--- config.mk ---
export PLATFORM = sky130hd
export DESIGN_NAME = uart_parity_link
export DESIGN_NICKNAME = d
export VERILOG_FILES = /design/src/rtl/uart_par_pkg.sv /design/src/rtl/uart_tick_gen.sv /design/src/rtl/uart_tx_core.sv /design/src/rtl/uart_rx_core.sv /design/src/rtl/uart_parity_link.sv
export SDC_FILE = /design/constraint.sdc
export NUM_CORES = 1
export LEC_CHECK = 0
export BUFFER_PORTS_ARGS = -buffer_cell sky130_fd_sc_hd__buf_4
export CORE_ASPECT_RATIO = 0.6
export CORE_MARGIN = 4
export CORE_UTILIZATION = 50
export DETAILED_ROUTE_END_ITERATION = 8
export PLACE_DENSITY = 0.67
export SLEW_MARGIN = 20
export SYNTH_ARGS = -nofsm -noshare
export SYNTH_HDL_FRONTEND = slang
export SYNTH_HIERARCHICAL = 1
export SYNTH_SLANG_ARGS = --single-unit
--- constraint.sdc ---
create_clock -name clk -period 2.3 [get_ports clk]
set_input_delay 0.115 -clock clk [delete_from_list [all_inputs] [get_ports clk]]
set_output_delay 0.115 -clock clk [all_outputs]
set_load 0.01 [all_outputs]
--- src/rtl/uart_par_pkg.sv ---
package uart_par_pkg;

   typedef enum logic [1:0] {
      PAR_EVEN = 2'd0,
      PAR_ODD  = 2'd1,
      PAR_ZERO = 2'd2,
      PAR_NONE = 2'd3
   } par_mode_e;

   typedef enum logic [2:0] {
      PH_IDLE  = 3'd0,
      PH_START = 3'd1,
      PH_DATA  = 3'd2,
      PH_PAR   = 3'd3,
      PH_STOP  = 3'd4
   } frame_phase_e;

   // true when the frame carries a parity slot
   function automatic logic mode_has_slot(input par_mode_e m);
      return (m != PAR_NONE);
   endfunction

   // value to place in the parity slot, given the data ones-count parity
   function automatic logic slot_value(input par_mode_e m, input logic ones_odd);
      case (m)
         PAR_EVEN: return ones_odd;
         PAR_ODD:  return ~ones_odd;
         default:  return 1'b0;
      endcase
   endfunction

   // parity error decision for a received frame
   function automatic logic slot_error(input par_mode_e m, input logic ones_odd,
                                       input logic slot);
      case (m)
         PAR_EVEN: return ones_odd ^ slot;
         PAR_ODD:  return ~(ones_odd ^ slot);
         default:  return 1'b0;
      endcase
   endfunction

endpackage

--- src/rtl/uart_tick_gen.sv ---
module uart_tick_gen #(
   parameter int unsigned DIV = 2
) (
   input  logic clk,
   input  logic rst_n,
   output logic tick_o
);

   generate
      if (DIV < 1) begin : g_bad_div
         $error("uart_tick_gen: DIV must be at least 1");
      end

      if (DIV == 1) begin : g_every_clock
         assign tick_o = 1'b1;
      end else begin : g_counter
         localparam int unsigned CW = $clog2(DIV);
         localparam logic [CW-1:0] LAST = CW'(DIV - 1);
         logic [CW-1:0] cnt_q;

         always_ff @(posedge clk or negedge rst_n) begin
            if (!rst_n) begin
               cnt_q <= '0;
            end else if (cnt_q == LAST) begin
               cnt_q <= '0;
            end else begin
               cnt_q <= cnt_q + 1'b1;
            end
         end

         assign tick_o = (cnt_q == LAST);
      end
   endgenerate

endmodule

--- src/rtl/uart_tx_core.sv ---
module uart_tx_core
   import uart_par_pkg::*;
#(
   parameter int unsigned DATA_BITS  = 8,
   parameter int unsigned OVERSAMPLE = 16
) (
   input  logic                 clk,
   input  logic                 rst_n,
   input  logic                 tick_i,
   input  par_mode_e            mode_i,
   input  logic [DATA_BITS-1:0] data_i,
   input  logic                 valid_i,
   output logic                 ready_o,
   output logic                 txd_o
);

   localparam int unsigned SUBW = $clog2(OVERSAMPLE);
   localparam int unsigned IDXW = $clog2(DATA_BITS);
   localparam logic [SUBW-1:0] SUB_LAST = SUBW'(OVERSAMPLE - 1);
   localparam logic [IDXW-1:0] IDX_LAST = IDXW'(DATA_BITS - 1);

   frame_phase_e         phase_q;
   logic [SUBW-1:0]      sub_q;
   logic [IDXW-1:0]      idx_q;
   logic [DATA_BITS-1:0] shift_q;
   logic                 slot_q;
   logic                 has_slot_q;

   always_ff @(posedge clk or negedge rst_n) begin
      if (!rst_n) begin
         phase_q    <= PH_IDLE;
         sub_q      <= '0;
         idx_q      <= '0;
         shift_q    <= '0;
         slot_q     <= 1'b0;
         has_slot_q <= 1'b0;
      end else if (phase_q == PH_IDLE) begin
         if (valid_i) begin
            shift_q    <= data_i;
            slot_q     <= slot_value(mode_i, ^data_i);
            has_slot_q <= mode_has_slot(mode_i);
            sub_q      <= '0;
            idx_q      <= '0;
            phase_q    <= PH_START;
         end
      end else if (tick_i) begin
         if (sub_q != SUB_LAST) begin
            sub_q <= sub_q + 1'b1;
         end else begin
            sub_q <= '0;
            case (phase_q)
               PH_START: phase_q <= PH_DATA;
               PH_DATA: begin
                  shift_q <= shift_q >> 1;
                  if (idx_q == IDX_LAST) begin
                     phase_q <= has_slot_q ? PH_PAR : PH_STOP;
                  end else begin
                     idx_q <= idx_q + 1'b1;
                  end
               end
               PH_PAR:  phase_q <= PH_STOP;
               default: phase_q <= PH_IDLE;
            endcase
         end
      end
   end

   always_comb begin
      case (phase_q)
         PH_START: txd_o = 1'b0;
         PH_DATA:  txd_o = shift_q[0];
         PH_PAR:   txd_o = slot_q;
         default:  txd_o = 1'b1;
      endcase
   end

   assign ready_o = (phase_q == PH_IDLE);

endmodule

--- src/rtl/uart_rx_core.sv ---
module uart_rx_core
   import uart_par_pkg::*;
#(
   parameter int unsigned DATA_BITS   = 8,
   parameter int unsigned OVERSAMPLE  = 16,
   parameter int unsigned SYNC_STAGES = 2
) (
   input  logic                 clk,
   input  logic                 rst_n,
   input  logic                 tick_i,
   input  par_mode_e            mode_i,
   input  logic                 rxd_i,
   output logic [DATA_BITS-1:0] data_o,
   output logic                 valid_o,
   output logic                 perr_o,
   output logic                 ferr_o,
   output par_mode_e            frame_mode_o
);

   localparam int unsigned SUBW = $clog2(OVERSAMPLE);
   localparam int unsigned IDXW = $clog2(DATA_BITS);
   localparam logic [SUBW-1:0] SUB_LAST  = SUBW'(OVERSAMPLE - 1);
   localparam logic [SUBW-1:0] HALF_LAST = SUBW'(OVERSAMPLE / 2 - 1);
   localparam logic [IDXW-1:0] IDX_LAST  = IDXW'(DATA_BITS - 1);

   logic [SYNC_STAGES-1:0] sync_q;
   logic                   line;
   logic                   line_prev_q;

   always_ff @(posedge clk or negedge rst_n) begin
      if (!rst_n) begin
         sync_q      <= '1;
         line_prev_q <= 1'b1;
      end else begin
         sync_q      <= {sync_q[SYNC_STAGES-2:0], rxd_i};
         line_prev_q <= line;
      end
   end

   assign line = sync_q[SYNC_STAGES-1];

   frame_phase_e         phase_q;
   logic [SUBW-1:0]      sub_q;
   logic [IDXW-1:0]      idx_q;
   logic [DATA_BITS-1:0] shift_q;
   logic                 slot_q;
   par_mode_e            mode_q;

   always_ff @(posedge clk or negedge rst_n) begin
      if (!rst_n) begin
         phase_q <= PH_IDLE;
         sub_q   <= '0;
         idx_q   <= '0;
         shift_q <= '0;
         slot_q  <= 1'b0;
         mode_q  <= PAR_EVEN;
         data_o  <= '0;
         valid_o <= 1'b0;
         perr_o  <= 1'b0;
         ferr_o  <= 1'b0;
      end else begin
         valid_o <= 1'b0;
         if (phase_q == PH_IDLE) begin
            if (line_prev_q && !line) begin
               mode_q  <= mode_i;
               sub_q   <= '0;
               phase_q <= PH_START;
            end
         end else if (tick_i) begin
            case (phase_q)
               PH_START: begin
                  if (sub_q != HALF_LAST) begin
                     sub_q <= sub_q + 1'b1;
                  end else if (!line) begin
                     sub_q   <= '0;
                     idx_q   <= '0;
                     phase_q <= PH_DATA;
                  end else begin
                     phase_q <= PH_IDLE;
                  end
               end
               PH_DATA: begin
                  if (sub_q != SUB_LAST) begin
                     sub_q <= sub_q + 1'b1;
                  end else begin
                     sub_q   <= '0;
                     shift_q <= {line, shift_q[DATA_BITS-1:1]};
                     if (idx_q == IDX_LAST) begin
                        phase_q <= mode_has_slot(mode_q) ? PH_PAR : PH_STOP;
                     end else begin
                        idx_q <= idx_q + 1'b1;
                     end
                  end
               end
               PH_PAR: begin
                  if (sub_q != SUB_LAST) begin
                     sub_q <= sub_q + 1'b1;
                  end else begin
                     sub_q   <= '0;
                     slot_q  <= line;
                     phase_q <= PH_STOP;
                  end
               end
               default: begin
                  if (sub_q != SUB_LAST) begin
                     sub_q <= sub_q + 1'b1;
                  end else begin
                     sub_q   <= '0;
                     data_o  <= shift_q;
                     perr_o  <= slot_error(mode_q, ^shift_q, slot_q);
                     ferr_o  <= ~line;
                     valid_o <= 1'b1;
                     phase_q <= PH_IDLE;
                  end
               end
            endcase
         end
      end
   end

   assign frame_mode_o = mode_q;

endmodule

--- src/rtl/uart_parity_link.sv ---
module uart_parity_link
   import uart_par_pkg::*;
#(
   parameter int unsigned DATA_BITS     = 8,
   parameter int unsigned OVERSAMPLE    = 16,
   parameter int unsigned CLKS_PER_TICK = 2,
   parameter int unsigned SYNC_STAGES   = 2
) (
   input  logic                 clk,
   input  logic                 rst_n,
   input  logic [1:0]           mode_i,
   input  logic [DATA_BITS-1:0] tx_data_i,
   input  logic                 tx_valid_i,
   output logic                 tx_ready_o,
   output logic                 txd_o,
   input  logic                 rxd_i,
   output logic [DATA_BITS-1:0] rx_data_o,
   output logic                 rx_valid_o,
   output logic                 rx_perr_o,
   output logic                 rx_ferr_o
);

   generate
      if (DATA_BITS < 2) begin : g_chk_data
         $error("uart_parity_link: DATA_BITS must be at least 2");
      end
      if (OVERSAMPLE < 4 || (OVERSAMPLE % 2) != 0) begin : g_chk_os
         $error("uart_parity_link: OVERSAMPLE must be even and at least 4");
      end
      if (SYNC_STAGES < 2) begin : g_chk_sync
         $error("uart_parity_link: SYNC_STAGES must be at least 2");
      end
   endgenerate

   par_mode_e  mode_sel;
   par_mode_e  rx_frame_mode_e;
   logic [1:0] rx_frame_mode;
   logic       tick;

   assign mode_sel      = par_mode_e'(mode_i);
   assign rx_frame_mode = rx_frame_mode_e;

   uart_tick_gen #(
      .DIV (CLKS_PER_TICK)
   ) u_tick (
      .clk    (clk),
      .rst_n  (rst_n),
      .tick_o (tick)
   );

   uart_tx_core #(
      .DATA_BITS  (DATA_BITS),
      .OVERSAMPLE (OVERSAMPLE)
   ) u_tx (
      .clk     (clk),
      .rst_n   (rst_n),
      .tick_i  (tick),
      .mode_i  (mode_sel),
      .data_i  (tx_data_i),
      .valid_i (tx_valid_i),
      .ready_o (tx_ready_o),
      .txd_o   (txd_o)
   );

   uart_rx_core #(
      .DATA_BITS   (DATA_BITS),
      .OVERSAMPLE  (OVERSAMPLE),
      .SYNC_STAGES (SYNC_STAGES)
   ) u_rx (
      .clk          (clk),
      .rst_n        (rst_n),
      .tick_i       (tick),
      .mode_i       (mode_sel),
      .rxd_i        (rxd_i),
      .data_o       (rx_data_o),
      .valid_o      (rx_valid_o),
      .perr_o       (rx_perr_o),
      .ferr_o       (rx_ferr_o),
      .frame_mode_o (rx_frame_mode_e)
   );

endmodule

Word level (Yosys, flattened, before mapping)
Cells that the tools add are included.
W data, S select, Z words.
Word-level totals
  flip-flop bits (word level): 56
  output and inout port bits: 13
Cells by class
  $add $sub $neg: 5
  eq/ne operators: 30
  mux-type cells: 53
  bitwise operators: 7
  reductions and logical operators: 25
Operators by type and width (count)
  $mux W3: 25
  $mux W4: 11
  $mux W8: 5
  $ne A2 B2 Y1 const B: 10
  $reduce_and A4 Y1: 5
  $pmux W3 S3: 2
  $reduce_xor A8 Y1: 2
  $ne A3 B2 Y1 const B: 5
  $reduce_and A7 Y1: 2
  $eq A3 B2 Y1 const B: 4
  $ne A4 B4 Y1 const B: 3
  $add A4 B1 Y4 const B: 2
  $reduce_bool A2 Y1: 4
  $add A3 B1 Y3 const B: 2
  $eq A3 B1 Y1 const B: 2
  $eq A3 B3 Y1 const B: 2
  $logic_not A3 Y1: 2
  $not A1 Y1: 6
  $pmux W3 S2: 1
  $reduce_and A2 Y1: 3
  $mux W1: 5
  $reduce_and A5 Y1: 1
  $eq A2 B1 Y1 const B: 2
  $logic_not A2 Y1: 2
  11 further kinds: 12

Logic depth before layout (Yosys ltp)
  depth after elaboration: 7
  mapped depth: 7

Modules after synthesis
Netlist, hierarchy kept.
By module, submodules not included
  uart_rx_core: instances 1, cells each 132, area an instance 1686.6 sq um
  uart_tx_core: instances 1, cells each 112, area an instance 1148.6 sq um
  uart_tick_gen: instances 1, cells each 2, area an instance 28.8 sq um

Least setup slack after synthesis
OpenSTA, ideal clock, no wires.
  path kind: reg2reg
  start point: register u_tx.phase_q[2]
  end point: register u_tx.phase_q[1]
  library setup time: 0.125 ns
  data arrival time: 1.677 ns
  required time: 2.175 ns
  setup slack: 0.498 ns
  cell stages (with the launch flop): 8
  buffers on the path: 3
  period minus slack after synthesis: 1.802 ns
  cell sequence: dfrtp_1 -> buf_6 -> or4b_1 -> buf_2 -> o21ai_2 -> buf_6 -> nand2_4 -> mux2_4
On the way
  longest elaborated chain between the ends: 5
  elaborated cells on any way between the ends: 13
RTL lines
  from (decl): RTL line uart_tx_core.sv:22  | frame_phase_e phase_q;
  from (signal assigned): RTL line uart_tx_core.sv:56  | phase_q <= has_slot_q ? PH_PAR : PH_STOP;
  $eq A3 B2 Y1 / $eq A3 B1 Y1 (equally long branches): RTL line uart_tx_core.sv:51  | case (phase_q)
  $pmux W3 S3: RTL line uart_tx_core.sv:51
  $mux W3: RTL line uart_tx_core.sv:47  | if (sub_q != SUB_LAST) begin
  $mux W3: RTL line uart_tx_core.sv:46  | end else if (tick_i) begin
  $mux W3: RTL line uart_tx_core.sv:37  | end else if (phase_q == PH_IDLE) begin
Several ways; a longest one is shown, not always the timed one. The select of a mux whose other input is x is not followed.
A chain may end at the register's enable or synchronous reset.

Worst setup path after layout
  start point: register u_tx.phase_q[1]
  end point: register u_tx.shift_q[3]
On the way
  longest elaborated chain between the ends: 3
  elaborated cells on any way between the ends: 8
RTL lines
  $logic_not A3 Y1 / $eq A3 B2 Y1 (equally long branches): RTL line uart_tx_core.sv:37, uart_tx_core.sv:51
  $ne A2 B2 Y1 (no source line) / $reduce_bool A2 Y1 (equally long branches)
  $reduce_and A4 Y1 (no source line)
  to (signal assigned): RTL line uart_tx_core.sv:39  | shift_q <= data_i;
  to (signal assigned): RTL line uart_tx_core.sv:54  | shift_q <= shift_q >> 1;
  to (decl): RTL line uart_tx_core.sv:25  | logic [DATA_BITS-1:0] shift_q;
Several ways; a longest one is shown, not always the timed one.

==> flow_summary.yaml <==
timing:
  maxClockFrequency_ghz: 0.499
  fin_worst_skew_ns: 0.0121
  rsz0062_at_grt: "false"
  drv_slew: 0
  finalCriticalPeriod_ns: 2.00
  tightest_slew_ns: 0.707
  finalHoldViolations: 0
  finalSetupTns_ns: 0
  timing.hold.ws_ns: 0.0191
  finalSetupViolations: 0
  timing.final.crit_share_pct: 87.2
  slew_headroom_pct: 52.9
clock_tree:
  cts_resized: 0
  htreeDepth: 2
  cts.sinks: 56
  cts_tree: "done"
  postCtsHoldBufs: 3
  ctsRootBufferMaster: "clkbuf_8"
  clk_pin_slew_ns: 0.10
  cts_buffer_depth: 2
  cts_buffers: 5
  clk_latency_ns: 0.31
  cts_setup_buffers: 0
logic_synthesis:
  synth_cell_types: 59
  yosysSeqAreaShare_pct: 49.1
  yosysTopAreaCell: "dfrtp_1"
  synth.avg_cell_area_um2: 11.6
  ys.warnings.count: 6
  syn_area_um2: 2860
  async_reset_ff_share_pct: 100
  synth_edf_count: 0
  synth.ff_latch_count: 56
  syn_nets: 266
  synthTopCellsByCount: "53 x dfrtp_1, 20 x a21oi_1, 19 x mux2_2"
  synth_top_cells_by_area: "dfrtp_1 46%, mux2_2 7.5%, mux2i_1 4.9%"
  ys.flop_type: "dfrtp_1"
  synthCells: 246
  synth_most_common_cell: "dfrtp_1"
  netlist.area_leader.share_pct: 46.3
final_layout:
  drive_above_1_share_pct: 28.1
  areaGrowthSynthToFinish_pct: 12.1
  diodes: 0
  final_cells: 354
  nNetsFinal: 293
  fillers: 511
  utilization_pct: 57.6
  fin_area_um2: 3210
floorplan:
  rows: 21
  start_util_pct: 51.4
  die_area_um2: 7040
  die_w_um: 106
  coreArea_um2: 5570
  die-height_um: 66.6
  ios: 27
global_routing:
  grt_max_degree: 57
  grt_pass1_wl_um: 9070
  grt_pass1_vias: 1814
  globalRouteOverflowTotal: 0
  grt_usage_pct: 16.4
  antenna_found_initial: 0
pwr:
  vdd_ir_drop_max_uv: 502
  power.density_nw_per_um2: 1010
  p_leak_nw: 1.55
critical_path:
  worstPathRequired_ns: 2.48
  critPathArrivalTime_ns: 2.19
  crit_path_end_kind: "flip-flop"
  crit_path_start_kind: "flip-flop"
  crit_type: "reg -> reg"
  critPathMaxFanout: 12
min_path:
  min_path_type: "in -> reg"
routing:
  wirelength_um: 5230
  wl_per_cell_um: 14.8
  drt_first_pass_iters: 4
  drc: 0
  routed_via_density: 5.24
  vias: 1855
  drt-initial-drc-count: 82
  postRouteAntennaNets: 0
run_status:
  status: "finished, final reports clean"
placed_design:
  port_buffers: 26
  placed_area_um2: 3100
  globalplace.congestion: 0.788
  dpl.hpwl_um: 3780
  dp.cells: 343
flow_run:
  drv_cap: 0
==> placed cells by master, fill, tap and decap left out, drive strengths merged, types with 4 or more instances in the layout <==
master,synthesis,final
nand2,17,17
xnor2,12,12
nor3,4,4
ha,6,6
o21ai,11,11
a21oi,20,20
buf,9,29
dfrtp,53,53
nor2,11,11
mux2i,14,14
mux2,24,24
clkbuf,3,7
inv,10,10
==> area by class of cell <==
type / instances / area (µm²) / area share, %
repair buffers: 32 / 248 / 7.72
well taps: 80 / 100 / 3.12
clock buffers: 7 / 76.3 / 2.38
flip-flops and latches: 56 / 1410 / 43.8
clock inverters: 1 / 5.00 / 0.156
multi-input cells: 168 / 1340 / 41.7
inverters: 10 / 37.5 / 1.17
==> worst max-delay path: stages (launching register included) <==
cell     delay (ns)
dfrtp_1        0.52
or4b_1         0.68
o21ai_2        0.27
and2_2         0.32
a21oi_1        0.09
==> routing by layer <==
| metal | GRT usage, % | vias up | part of all wire [%] |
|---|---|---|---|
| met3 | 3.87 | 2 | 3.8 |
| met4 | 3.88 | 0 | 0.46 |
| li1 | - | 927 | - |
| met2 | 22.3 | 32 | 39 |
| met5 | 0 | - | 0 |
| met1 | 25.9 | 894 | 57 |
==> final timing paths <==
check	cells past startpoint	slack, ns	from	to
hold / removal	2	0.02	mode_i[0]	u_tx/has_slot_q
hold reg to reg	0	0.36	u_rx/sync_q[0]	u_rx/sync_q[1]
setup / recovery	4	0.30	u_tx/phase_q[1]	u_tx/shift_q[3]
min in group asynchronous	2	0.39	rst_n	u_rx/ferr_o
setup reg to reg	4	0.30	u_tx/phase_q[1]	u_tx/shift_q[3]
max in group asynchronous	2	1.42	rst_n	u_tx/shift_q[1]
==> kinds of logic (layout without fill, tap and decap cells) <==
group                    after synthesis  after routing  synth area share [%]
AND/OR/NAND/NOR                       60             60                  12.8
adder cells (fa/ha/maj)                6              6                  2.62
buffers and inverters                 22             50                  4.19
XOR/XNOR                              15             15                  5.55
multiplexers                          38             38                  14.7
flip-flops                            56             56                  49.1
AO/OA/AOI/OAI                         49             49                  11.0
==> power breakdown <==
| group | leakage [nW] | switching [mW] | internal (mW) |
|---|---|---|---|
| logic | 0.788 | 0.631 | 0.610 |
| registers | 0.717 | 0.284 | 1.20 |
| clock network | 0.0422 | 0.310 | 0.215 |
==> registers in the layout, indices dropped and copies added, names as in the netlist, 2 cells and up <==
register and cells:
u_tx/phase_q 3, u_rx/sync_q 2, u_rx/sub_q 4, u_tx/idx_q 3
u_rx/idx_q 3, u_rx/shift_q 8, u_rx/data_o 8, u_rx/phase_q 3
u_tx/shift_q 8, u_tx/sub_q 4, u_rx/frame_mode_o 2
==> metrics by stage <==
| step | total power [mW] | worst slack (ns) |
|---|---|---|
| CTS | 3.26 | 0.316 |
| floorplan | 2.45 | 0.498 |
| detailed placement | 2.74 | 0.337 |
| finish | 3.25 | 0.295 |
| global route | 3.49 | 0.210 |
| global placement | 2.71 | 0.390 |
(Power assumes the default switching activity.)
